==> src/rtl/pwb_pkg.sv <==
package pwb_pkg;
  typedef enum logic {
    PWB_IDLE = 1'b0,
    PWB_FILL = 1'b1
  } pwb_state_e;
endpackage

==> src/rtl/pwb_addr_ptr.sv <==
module pwb_addr_ptr #(
  parameter int ADDR_W = 9,
  parameter int OFF_W  = 4,
  localparam int BASE_W = ADDR_W - OFF_W
) (
  input  logic              clk,
  input  logic              rst,
  input  logic              load,
  input  logic [ADDR_W-1:0] start_addr,
  input  logic              inc,
  output logic [BASE_W-1:0] base,
  output logic [OFF_W-1:0]  off
);
  always_ff @(posedge clk) begin
    if (rst) begin
      base <= '0;
      off  <= '0;
    end else if (load) begin
      base <= start_addr[ADDR_W-1:OFF_W];
      off  <= start_addr[OFF_W-1:0];
    end else if (inc) begin
      off <= off + 1'b1;
    end
  end

  // page number never moves while bytes are counted
  assert_base_fixed_R2: assert property (@(posedge clk) disable iff (rst)
    (inc && !load) |=> $stable(base));
  // offset wraps inside the page
  assert_ptr_wrap_R3: assert property (@(posedge clk) disable iff (rst)
    (inc && !load && (off == {OFF_W{1'b1}})) |=> (off == '0));
endmodule

==> src/rtl/pwb_page_buf.sv <==
module pwb_page_buf #(
  parameter int PAGE_BYTES = 16,
  parameter int DATA_W     = 8,
  localparam int OFF_W = $clog2(PAGE_BYTES)
) (
  input  logic                  clk,
  input  logic                  rst,
  input  logic                  clear,
  input  logic                  we,
  input  logic [OFF_W-1:0]      waddr,
  input  logic [DATA_W-1:0]     wdata,
  input  logic                  re,
  input  logic [OFF_W-1:0]      raddr,
  output logic [DATA_W-1:0]     rdata,
  output logic [PAGE_BYTES-1:0] loaded
);
  logic [DATA_W-1:0] mem [PAGE_BYTES];

  // data storage: single write port, registered read port
  always_ff @(posedge clk) begin
    if (we) mem[waddr] <= wdata;
  end

  always_ff @(posedge clk) begin
    if (rst)     rdata <= '0;
    else if (re) rdata <= mem[raddr];
  end

  // per-slot occupancy flags
  for (genvar g = 0; g < PAGE_BYTES; g++) begin : g_slot
    always_ff @(posedge clk) begin
      if (rst || clear)                 loaded[g] <= 1'b0;
      else if (we && (waddr == OFF_W'(g))) loaded[g] <= 1'b1;
    end
  end
endmodule

==> src/rtl/pwb_commit_seq.sv <==
module pwb_commit_seq #(
  parameter int PAGE_BYTES = 16,
  parameter int TWC_CYCLES = 625000,
  localparam int OFF_W = $clog2(PAGE_BYTES),
  localparam int TMR_W = $clog2(TWC_CYCLES + 1)
) (
  input  logic             clk,
  input  logic             rst,
  input  logic             start,
  output logic             busy,
  output logic             done,
  output logic             scan_en,
  output logic [OFF_W-1:0] scan_idx
);
  logic [TMR_W-1:0] timer_q;

  always_ff @(posedge clk) begin
    if (rst) begin
      busy    <= 1'b0;
      done    <= 1'b0;
      timer_q <= '0;
    end else if (start && !busy) begin
      busy    <= 1'b1;
      done    <= 1'b0;
      timer_q <= TMR_W'(TWC_CYCLES);
    end else if (busy) begin
      timer_q <= timer_q - TMR_W'(1);
      if (timer_q == TMR_W'(1)) begin
        busy <= 1'b0;
        done <= 1'b1;
      end else begin
        done <= 1'b0;
      end
    end else begin
      done <= 1'b0;
    end
  end

  always_ff @(posedge clk) begin
    if (rst) begin
      scan_en  <= 1'b0;
      scan_idx <= '0;
    end else if (start && !busy) begin
      scan_en  <= 1'b1;
      scan_idx <= '0;
    end else if (scan_en) begin
      scan_idx <= scan_idx + 1'b1;
      if (scan_idx == OFF_W'(PAGE_BYTES - 1)) scan_en <= 1'b0;
    end
  end

  assert_done_after_busy_R9: assert property (@(posedge clk) disable iff (rst)
    done |-> (!busy && $past(busy)));
  assert_done_single_R9: assert property (@(posedge clk) disable iff (rst)
    done |=> !done);
  assert_busy_start_R8: assert property (@(posedge clk) disable iff (rst)
    (start && !busy) |=> busy);
endmodule

==> src/rtl/pwb_page_writer.sv <==
module pwb_page_writer #(
  parameter int ADDR_W     = 9,
  parameter int DATA_W     = 8,
  parameter int PAGE_BYTES = 16,
  parameter int TWC_CYCLES = 625000,
  localparam int OFF_W  = $clog2(PAGE_BYTES),
  localparam int BASE_W = ADDR_W - OFF_W
) (
  input  logic              clk,
  input  logic              rst,
  input  logic              frame_start,
  input  logic [ADDR_W-1:0] start_addr,
  input  logic              byte_valid,
  input  logic [DATA_W-1:0] byte_data,
  input  logic              bit_pending,
  input  logic              cs_rise,
  input  logic              accept,
  output logic              arr_we,
  output logic [ADDR_W-1:0] arr_addr,
  output logic [DATA_W-1:0] arr_wdata,
  output logic              busy,
  output logic              wr_done
);
  import pwb_pkg::*;

  pwb_state_e state_q;
  logic [BASE_W-1:0]     base;
  logic [OFF_W-1:0]      off;
  logic [PAGE_BYTES-1:0] loaded;
  logic                  scan_en;
  logic [OFF_W-1:0]      scan_idx;
  logic                  load, wr_byte, commit_go, discard;

  // frame control: nothing is accepted while the write cycle runs
  always_comb begin
    load      = frame_start && !busy;
    wr_byte   = byte_valid && (state_q == PWB_FILL) && !load && !busy;
    commit_go = cs_rise && (state_q == PWB_FILL) && !load && !busy &&
                !bit_pending && accept && (|loaded);
    discard   = cs_rise && (state_q == PWB_FILL) && !load && !commit_go;
  end

  always_ff @(posedge clk) begin
    if (rst)                     state_q <= PWB_IDLE;
    else if (load)               state_q <= PWB_FILL;
    else if (commit_go || discard) state_q <= PWB_IDLE;
  end

  pwb_addr_ptr #(.ADDR_W(ADDR_W), .OFF_W(OFF_W)) u_ptr (
    .clk(clk), .rst(rst), .load(load), .start_addr(start_addr),
    .inc(wr_byte), .base(base), .off(off)
  );

  pwb_page_buf #(.PAGE_BYTES(PAGE_BYTES), .DATA_W(DATA_W)) u_buf (
    .clk(clk), .rst(rst), .clear(load), .we(wr_byte), .waddr(off),
    .wdata(byte_data), .re(scan_en), .raddr(scan_idx),
    .rdata(arr_wdata), .loaded(loaded)
  );

  pwb_commit_seq #(.PAGE_BYTES(PAGE_BYTES), .TWC_CYCLES(TWC_CYCLES)) u_seq (
    .clk(clk), .rst(rst), .start(commit_go), .busy(busy), .done(wr_done),
    .scan_en(scan_en), .scan_idx(scan_idx)
  );

  // write strobe aligned with the registered buffer read
  always_ff @(posedge clk) begin
    if (rst) begin
      arr_we   <= 1'b0;
      arr_addr <= '0;
    end else begin
      arr_we   <= scan_en && loaded[scan_idx];
      arr_addr <= {base, scan_idx};
    end
  end

  assert_we_in_busy_R4: assert property (@(posedge clk) disable iff (rst)
    arr_we |-> busy);
  assert_order_up_R7: assert property (@(posedge clk) disable iff (rst)
    (arr_we && $past(arr_we)) |-> (arr_addr[OFF_W-1:0] > $past(arr_addr[OFF_W-1:0])));
  assert_no_fill_busy_R10: assert property (@(posedge clk) disable iff (rst)
    busy |-> (state_q == PWB_IDLE));
  assert_no_cycle_pending_R5: assert property (@(posedge clk) disable iff (rst)
    (!busy && cs_rise && bit_pending) |=> !busy);
  assert_no_cycle_denied_R6: assert property (@(posedge clk) disable iff (rst)
    (!busy && cs_rise && !accept) |=> !busy);
endmodule

==> config.mk <==
export PLATFORM = sky130hd
export DESIGN_NAME = pwb_page_writer
export DESIGN_NICKNAME = d
export VERILOG_FILES = /design/src/rtl/pwb_pkg.sv /design/src/rtl/pwb_addr_ptr.sv /design/src/rtl/pwb_page_buf.sv /design/src/rtl/pwb_commit_seq.sv /design/src/rtl/pwb_page_writer.sv
export SDC_FILE = /design/constraint.sdc
export NUM_CORES = 1
export LEC_CHECK = 0
export BUFFER_PORTS_ARGS = -buffer_cell sky130_fd_sc_hd__clkbuf_2
export CAP_MARGIN = 5
export CELL_PAD_IN_SITES_DETAIL_PLACEMENT = 1
export CELL_PAD_IN_SITES_GLOBAL_PLACEMENT = 1
export CORE_MARGIN = 3
export CORE_UTILIZATION = 45
export DETAILED_ROUTE_END_ITERATION = 10
export PLACE_DENSITY_LB_ADDON = 0.08
export SYNTH_ARGS = -nofsm -noshare
export SYNTH_HDL_FRONTEND = slang
export SYNTH_HIERARCHICAL = 1
export SYNTH_SLANG_ARGS = --single-unit
==> constraint.sdc <==
create_clock -name clk -period 5.4 [get_ports clk]
set_clock_uncertainty 0.15 [all_clocks]
set_input_delay 1.08 -clock clk [delete_from_list [all_inputs] [get_ports clk]]
set_output_delay 1.08 -clock clk [all_outputs]
set_load 0.005 [all_outputs]
==> results.sh, run 1 <==
export IMPL_syn_avg_cell_area_um2=13.8
export IMPL_finalWeightedCongestion=0.760
export IMPL_start_util_pct=46.1
export IMPL_placed_area_um2=8320
export IMPL_yosys_cell_count_top_type="edfxtp_1"
export IMPL_core_um2=17300
export IMPL_finalSetupViolations=0
export IMPL_fmax_mhz=322
export IMPL_ys_types=59
export IMPL_rows=48
export IMPL_intPower_mw=2.44
export IMPL_swShare_pct=20.3
export IMPL_seq_area_frac_synth_pct=66.0
export IMPL_first_pass_iters=4
export IMPL_use_met3_pct=3.10
export IMPL_grt_setup_unrepaired="false"
export IMPL_nets=647
export IMPL_grt_max_degree=43
export IMPL_critical_path_peak_fanout=16
export IMPL_post_route_period_util_pct=57.5
export IMPL_p_per_area_nw_per_um2=341
export IMPL_overflow=0
export IMPL_portBuffers=43
export IMPL_design_power_total_mw=3.06
export IMPL_clock_latency_ns=0.43
export IMPL_fillers=1735
export IMPL_cts_htree_levels=4
export IMPL_cts_resized_gates=0
export IMPL_via_per_inst=5.62
export IMPL_dp_hpwl_mm=12.1
export IMPL_met2_usage_pct=32.6
export IMPL_syn_area_um2=7970
export IMPL_antenna_found_initial=0
export IMPL_grt_pass1_vias=5122
export IMPL_worstSetupPathType="primary input to flop"
export IMPL_layoutNonFillerInstCount=857
export IMPL_synth_top_cell_by_area="edfxtp_1"
export IMPL_ys_flop_type="edfxtp_1"
export IMPL_drtAntennaViolNets=0
export IMPL_clock_power_share_pct=44.5
export IMPL_finalHoldWorstSlack_ns=0.314
export IMPL_synth_top_area_share_pct=48.2
export IMPL_comb_power_share_pct=2.1
export IMPL_avgRoutedWirePerCell_um=21.4
export IMPL_power_switching_uw=619
export IMPL_hold_violations=0
export IMPL_critical_path_required_ns=5.58
export IMPL_use_met1_pct=25.9
export IMPL_grt_use_total_pct=19.4
export IMPL_status="completed"
export IMPL_drv_slew=0
export IMPL_design_area_um2=8960
export IMPL_die_w_um=139
export IMPL_min_path_type="flop to flop"
export IMPL_syn_to_final_growth_pct=12.4
export IMPL_cts_buffers=17
export IMPL_fp_dieH_um=139
export IMPL_maxSlewHeadroom_pct=19.3
export IMPL_ctsHoldBuffers=0
export IMPL_synth_seq_cells=199
export IMPL_worstMarginPinSlew_ns=1.21
export IMPL_ios=44
export IMPL_busiest_layer="met2"
export IMPL_cp_start_kind="primary input"
export IMPL_fin_tns_setup_ns=0
export IMPL_dr_total_vias=4817
export IMPL_cts_sinks=199
export IMPL_final_core_util_pct=51.8
export IMPL_insertedDiodeCount=0
export IMPL_ys_top_cells_by_area="edfxtp_1 48%, dfxtp_1 18%, mux2i_1 9.0%"
export IMPL_cp_arrival_ns=3.28
export IMPL_yosys_warnings=6
export IMPL_post_cts_setup_buffer_count=0
export IMPL_synth_common_cells="128 x edfxtp_1, 72 x mux2i_1, 71 x dfxtp_1, 46 x nor2_1, 27 x nand2_1"
export IMPL_synth_edf_count=128
export IMPL_cts_tree="done"
export IMPL_async_flop_share_pct=0
export IMPL_syn_nets=604
export IMPL_drc_errors=0
export IMPL_clock_tree_root_cell="clkbuf_16"
export IMPL_syn_inst=576
export IMPL_irDropWorstVdd_mv=0.212
export IMPL_path_clk_slew_ns=0.07
export IMPL_period_minus_slack_ns=3.10
export IMPL_setup_slack_ns=2.30
export IMPL_grt_first_pass_wirelength_mm=28.9
export IMPL_end_kind="flop"
export IMPL_clockBufferDepth=2
export IMPL_power_frac_seq_pct=53.4
export IMPL_die_area_um2=19300
export IMPL_placed_cells_incl_taps=825
export IMPL_drtIter0Drc=244
export IMPL_drv_cap=0
export IMPL_layout_drive_gt1_share_pct=15.7
export IMPL_place_ws_ns=1.81
export IMPL_finalWirelength_mm=18.3
export IMPL_leakage_nw=3.05
path summary, 6_finish.rpt:
kind	from	end	slack [ns]	cells past startpoint
setup / recovery	frame_start	u_seq/timer_q[14]	2.30	8
hold / removal	u_buf/rdata[7]	u_buf/rdata[7]	0.31	2
setup reg to reg	u_seq/busy	u_seq/timer_q[14]	2.49	7
hold reg to reg	u_buf/rdata[7]	u_buf/rdata[7]	0.31	2
flip-flops by register name (all words and copies together), names as in the netlist, 4 cells and up:
name / count
u_buf/rdata: 8
u_ptr/base: 5
u_ptr/off: 4
u_seq/scan_idx: 4
u_buf/mem: 128
u_seq/timer_q: 20
u_buf/loaded: 16
arr_addr: 9
cells in the final DEF (no fill, tap or decap), types with 13 or more instances in the layout:
cell type / synthesis / final
a21oi_1: 14 / 14
a22oi_1: 24 / 24
clkbuf_16: 0 / 17
clkbuf_2: 2 / 43
dfxtp_1: 71 / 70
edfxtp_1: 128 / 128
mux2i_1: 72 / 72
nand2_1: 27 / 27
nand3_1: 26 / 26
nor2_1: 46 / 46
nor2b_1: 13 / 13
o21a_1: 18 / 18
power by group through the flow:
stage	clock [mW]	sequential [mW]	combinational [mW]
detailed placement	0	1.67	0.0650
CTS	1.38	1.63	0.0652
floorplan	0	1.66	0.0279
global placement	0	1.67	0.0618
finish	1.36	1.63	0.0636
global route	1.45	1.63	0.0712
logic make-up (layout without fill, tap and decap cells):
logic type | count (synthesis) | count (layout) | synth area share [%]
compound gates | 78 | 78 | 7.00
xor+xnor | 14 | 14 | 1.54
fa+ha+maj | 4 | 4 | 0.628
buf+inv | 34 | 90 | 2.92
flops | 199 | 199 | 66.0
mux | 79 | 79 | 10.4
simple gates | 168 | 168 | 11.5
per-layer routing:
layer | vias to the layer above | share of wire, %
met5 | - | 0
met4 | 0 | 1.5
met3 | 17 | 2.5
met2 | 76 | 49
met1 | 2457 | 46
li1 | 2267 | -
layout make-up:
cell class	count	area (um2)	area share (%)
sequential	199	5270	58.8
timing repair buffer	50	268	2.99
clock inverter	14	198	2.21
inverter	8	30.0	0.335
multi-input combinational	343	2470	27.6
tap	225	282	3.14
clock buffer	18	439	4.90
worst max-delay path: stages:
cell and delay, ns:
clkbuf_2 0.09, nor2_1 0.13, nand2_1 0.08, nor4_1 0.49, nor2b_1 0.72, or2_2 0.47
or4_1 0.17, nand2_1 0.04
Power figures use the tool's default switching activity.
==> run 2, diff against run 1 <==
--- a/config.mk
+++ b/config.mk
@@ -5,6 +5,7 @@
 export SDC_FILE = /design/constraint.sdc
 export NUM_CORES = 1
 export LEC_CHECK = 0
+export ABC_AREA = 1
 export BUFFER_PORTS_ARGS = -buffer_cell sky130_fd_sc_hd__clkbuf_2
 export CAP_MARGIN = 5
 export CELL_PAD_IN_SITES_DETAIL_PLACEMENT = 1
==> constraint.sdc (replaced) <==
create_clock -name clk -period 3 [get_ports clk]
set_clock_uncertainty 0.15 [all_clocks]
set_input_delay 0.6 -clock clk [delete_from_list [all_inputs] [get_ports clk]]
set_output_delay 0.6 -clock clk [all_outputs]
set_load 0.005 [all_outputs]
==> run 2 against run 1 <==
Against the previous run:
- worst setup slack lost 1.6 ns
- non-clock buffer count grew 20
- cell area grew 6.3%
- global-route usage grew 3.9 points
- first-iteration DRC count grew 18%
==> results.sh, run 2 <==
export IMPL_status="completed"
export IMPL_syn_area_um2=8510
export IMPL_cp_arrival_ns=2.20
export IMPL_finalWeightedCongestion=0.884
export IMPL_yosys_cell_count_top_type="nand2_1"
export IMPL_dr_total_vias=6278
export IMPL_start_util_pct=46.6
export IMPL_final_common_cell="nand2_1"
export IMPL_layout_drive_gt1_share_pct=13.9
export IMPL_clock_latency_ns=0.44
export IMPL_core_um2=18300
export IMPL_top_register="u_buf/mem"
export IMPL_cts_sinks=199
export IMPL_power_frac_seq_pct=55.8
export IMPL_drtIter0Drc=288
export IMPL_layoutNonFillerInstCount=1194
export IMPL_grt_setup_unrepaired="false"
export IMPL_swShare_pct=21.9
export IMPL_ctsHoldBuffers=0
export IMPL_drtAntennaViolNets=0
export IMPL_clock_tree_root_cell="clkbuf_16"
export IMPL_async_flop_share_pct=0
export IMPL_syn_inst=895
export IMPL_drv_slew=0
export IMPL_worstSetupPathType="flop to flop"
export IMPL_syn_nets=923
export IMPL_drc_errors=0
export IMPL_reg_top3="u_buf/mem: 128 flops, u_seq/timer_q: 20 flops, u_buf/loaded: 16 flops"
export IMPL_fp_dieH_um=144
export IMPL_finalSetupViolations=0
export IMPL_setup_slack_ns=0.719
export IMPL_min_path_type="primary input to flop"
export IMPL_ios=44
export IMPL_grt_pass1_vias=6598
export IMPL_intPower_mw=4.11
export IMPL_worstMarginPinSlew_ns=0.719
export IMPL_leakage_nw=3.77
export IMPL_finalWirelength_mm=22.8
export IMPL_cts_htree_levels=4
export IMPL_synth_seq_cells=199
export IMPL_cp_start_kind="flop"
export IMPL_placed_cells_incl_taps=1162
export IMPL_avgRoutedWirePerCell_um=19.1
export IMPL_syn_avg_cell_area_um2=9.51
export IMPL_final_cell_mix="235 x nand2_1, 128 x edfxtp_1, 126 x nor2_1, 126 x nand3_1, 74 x inv_1"
export IMPL_place_ws_ns=0.415
export IMPL_yosys_warnings=6
export IMPL_grt_max_degree=49
export IMPL_insertedDiodeCount=0
export IMPL_cts_resized_gates=0
export IMPL_irDropWorstVdd_mv=0.392
export IMPL_fin_tns_setup_ns=0
export IMPL_period_minus_slack_ns=2.28
export IMPL_finalHoldWorstSlack_ns=0.242
export IMPL_synth_top_area_share_pct=45.2
export IMPL_die_w_um=144
export IMPL_critical_path_required_ns=2.92
export IMPL_post_route_period_util_pct=76.0
export IMPL_clock_power_share_pct=41.5
export IMPL_cts_buffers=17
export IMPL_path_clk_slew_ns=0.07
export IMPL_overflow=0
export IMPL_hold_violations=0
export IMPL_ys_flop_type="edfxtp_1"
export IMPL_maxSlewHeadroom_pct=51.9
export IMPL_syn_to_final_growth_pct=12.0
export IMPL_p_per_area_nw_per_um2=553
export IMPL_seq_area_frac_synth_pct=61.9
export IMPL_comb_power_share_pct=2.7
export IMPL_via_per_inst=5.26
export IMPL_cts_tree="done"
export IMPL_grt_use_total_pct=23.3
export IMPL_die_area_um2=20600
export IMPL_clockBufferDepth=2
export IMPL_portBuffers=43
export IMPL_first_pass_iters=5
export IMPL_end_kind="flop"
export IMPL_antenna_found_initial=0
export IMPL_synth_edf_count=128
export IMPL_largest_reg_flops=128
export IMPL_synth_common_cells="235 x nand2_1, 128 x edfxtp_1, 126 x nand3_1, 126 x nor2_1, 74 x inv_1"
export IMPL_ys_types=40
export IMPL_synth_top_cell_by_area="edfxtp_1"
export IMPL_nets=980
export IMPL_critical_path_peak_fanout=9
export IMPL_drv_cap=0
export IMPL_power_switching_mw=1.15
export IMPL_ys_top_cells_by_area="edfxtp_1 45%, dfxtp_1 17%, nand2_1 10%"
export IMPL_fmax_mhz=438
export IMPL_grt_first_pass_wirelength_mm=36.2
export IMPL_dp_hpwl_mm=15.9
export IMPL_post_cts_setup_buffer_count=0
export IMPL_rows=49
run 2: changes by cell type in the layout (fill, tap and decap cells not counted), sizes merged, moves of 7 or more:
| cell | delta |
|---|---|
| nand2 | +212 |
| mux2i | -71 |
| xnor2 | -7 |
| buf | +20 |
| a211oi | -8 |
| nand3 | +108 |
| o21a | -16 |
| nor2 | +86 |
| nor4 | -9 |
| a22oi | -24 |
| o21ai | +13 |
| inv | +77 |
| nor2b | -14 |
run 2: through the flow:
step,total power [mW],util [%],cell area [um2]
final,5.27,52.1,9530
after global routing,5.44,52.1,9530
after CTS,5.31,52.1,9530
after detailed placement,3.14,49.1,8970
after global placement,3.14,49.1,8970
after floorplan,3.06,-,8510
run 2: worst paths after layout:
kind                                     from          endpoint  slack, ns  depth (start not counted)
worst max register to register        state_q  u_buf/mem[10][0]       0.72                          6
worst max-delay path                  state_q  u_buf/mem[10][0]       0.72                          6
worst min register to register  u_ptr/base[4]       arr_addr[8]       0.27                          2
worst min-delay path            start_addr[8]     u_ptr/base[4]       0.24                          3
run 2: power by group through the flow:
stage               sequential [mW]  clock, mW  combinational [mW]
floorplan                      3.00          0              0.0609
global placement               3.00          0               0.137
detailed placement             3.00          0               0.143
CTS                            2.94       2.23               0.145
global route                   2.94       2.34               0.157
finish                         2.94       2.19               0.142
run 2: metal layers:
layer / GRT usage (%) / up-vias / routed length [um]
li1: - / 3065 / -
met1: 30.3 / 3068 / 10100
met5: 0 / - / 0
met4: 6.94 / 0 / 362
met2: 41.0 / 119 / 11700
met3: 2.86 / 26 / 654
run 2: worst max-delay path, cell delays in order (launching register included):
cell and delay (ns):
dfxtp_1 0.34, nand2_1 0.06, nor3_1 0.29, inv_1 0.16
nor3_1 0.21, inv_1 0.13, nor2_1 0.57
run 2: cells by family (layout without fill, tap and decap cells):
group / after synthesis / count (layout) / share of synthesized area (%)
muxes: 1 / 1 / 0.118
and+or+nand+nor: 533 / 533 / 27.6
xor gates and xnor gates: 4 / 4 / 0.412
DFF: 199 / 199 / 61.9
buffers and inverters: 116 / 186 / 6.68
adders and majority gates: 4 / 4 / 0.588
AOI/OAI and AO/OA: 38 / 38 / 2.72
run 2: layout make-up:
cell class | count | area [um2]
well taps | 229 | 287
clock buffers | 18 | 429
flip-flops and latches | 199 | 5270
multi-input cells | 580 | 2680
clock inverters | 14 | 126
inverters | 84 | 325
fillers | 2127 | 8740
repair buffers | 70 | 418
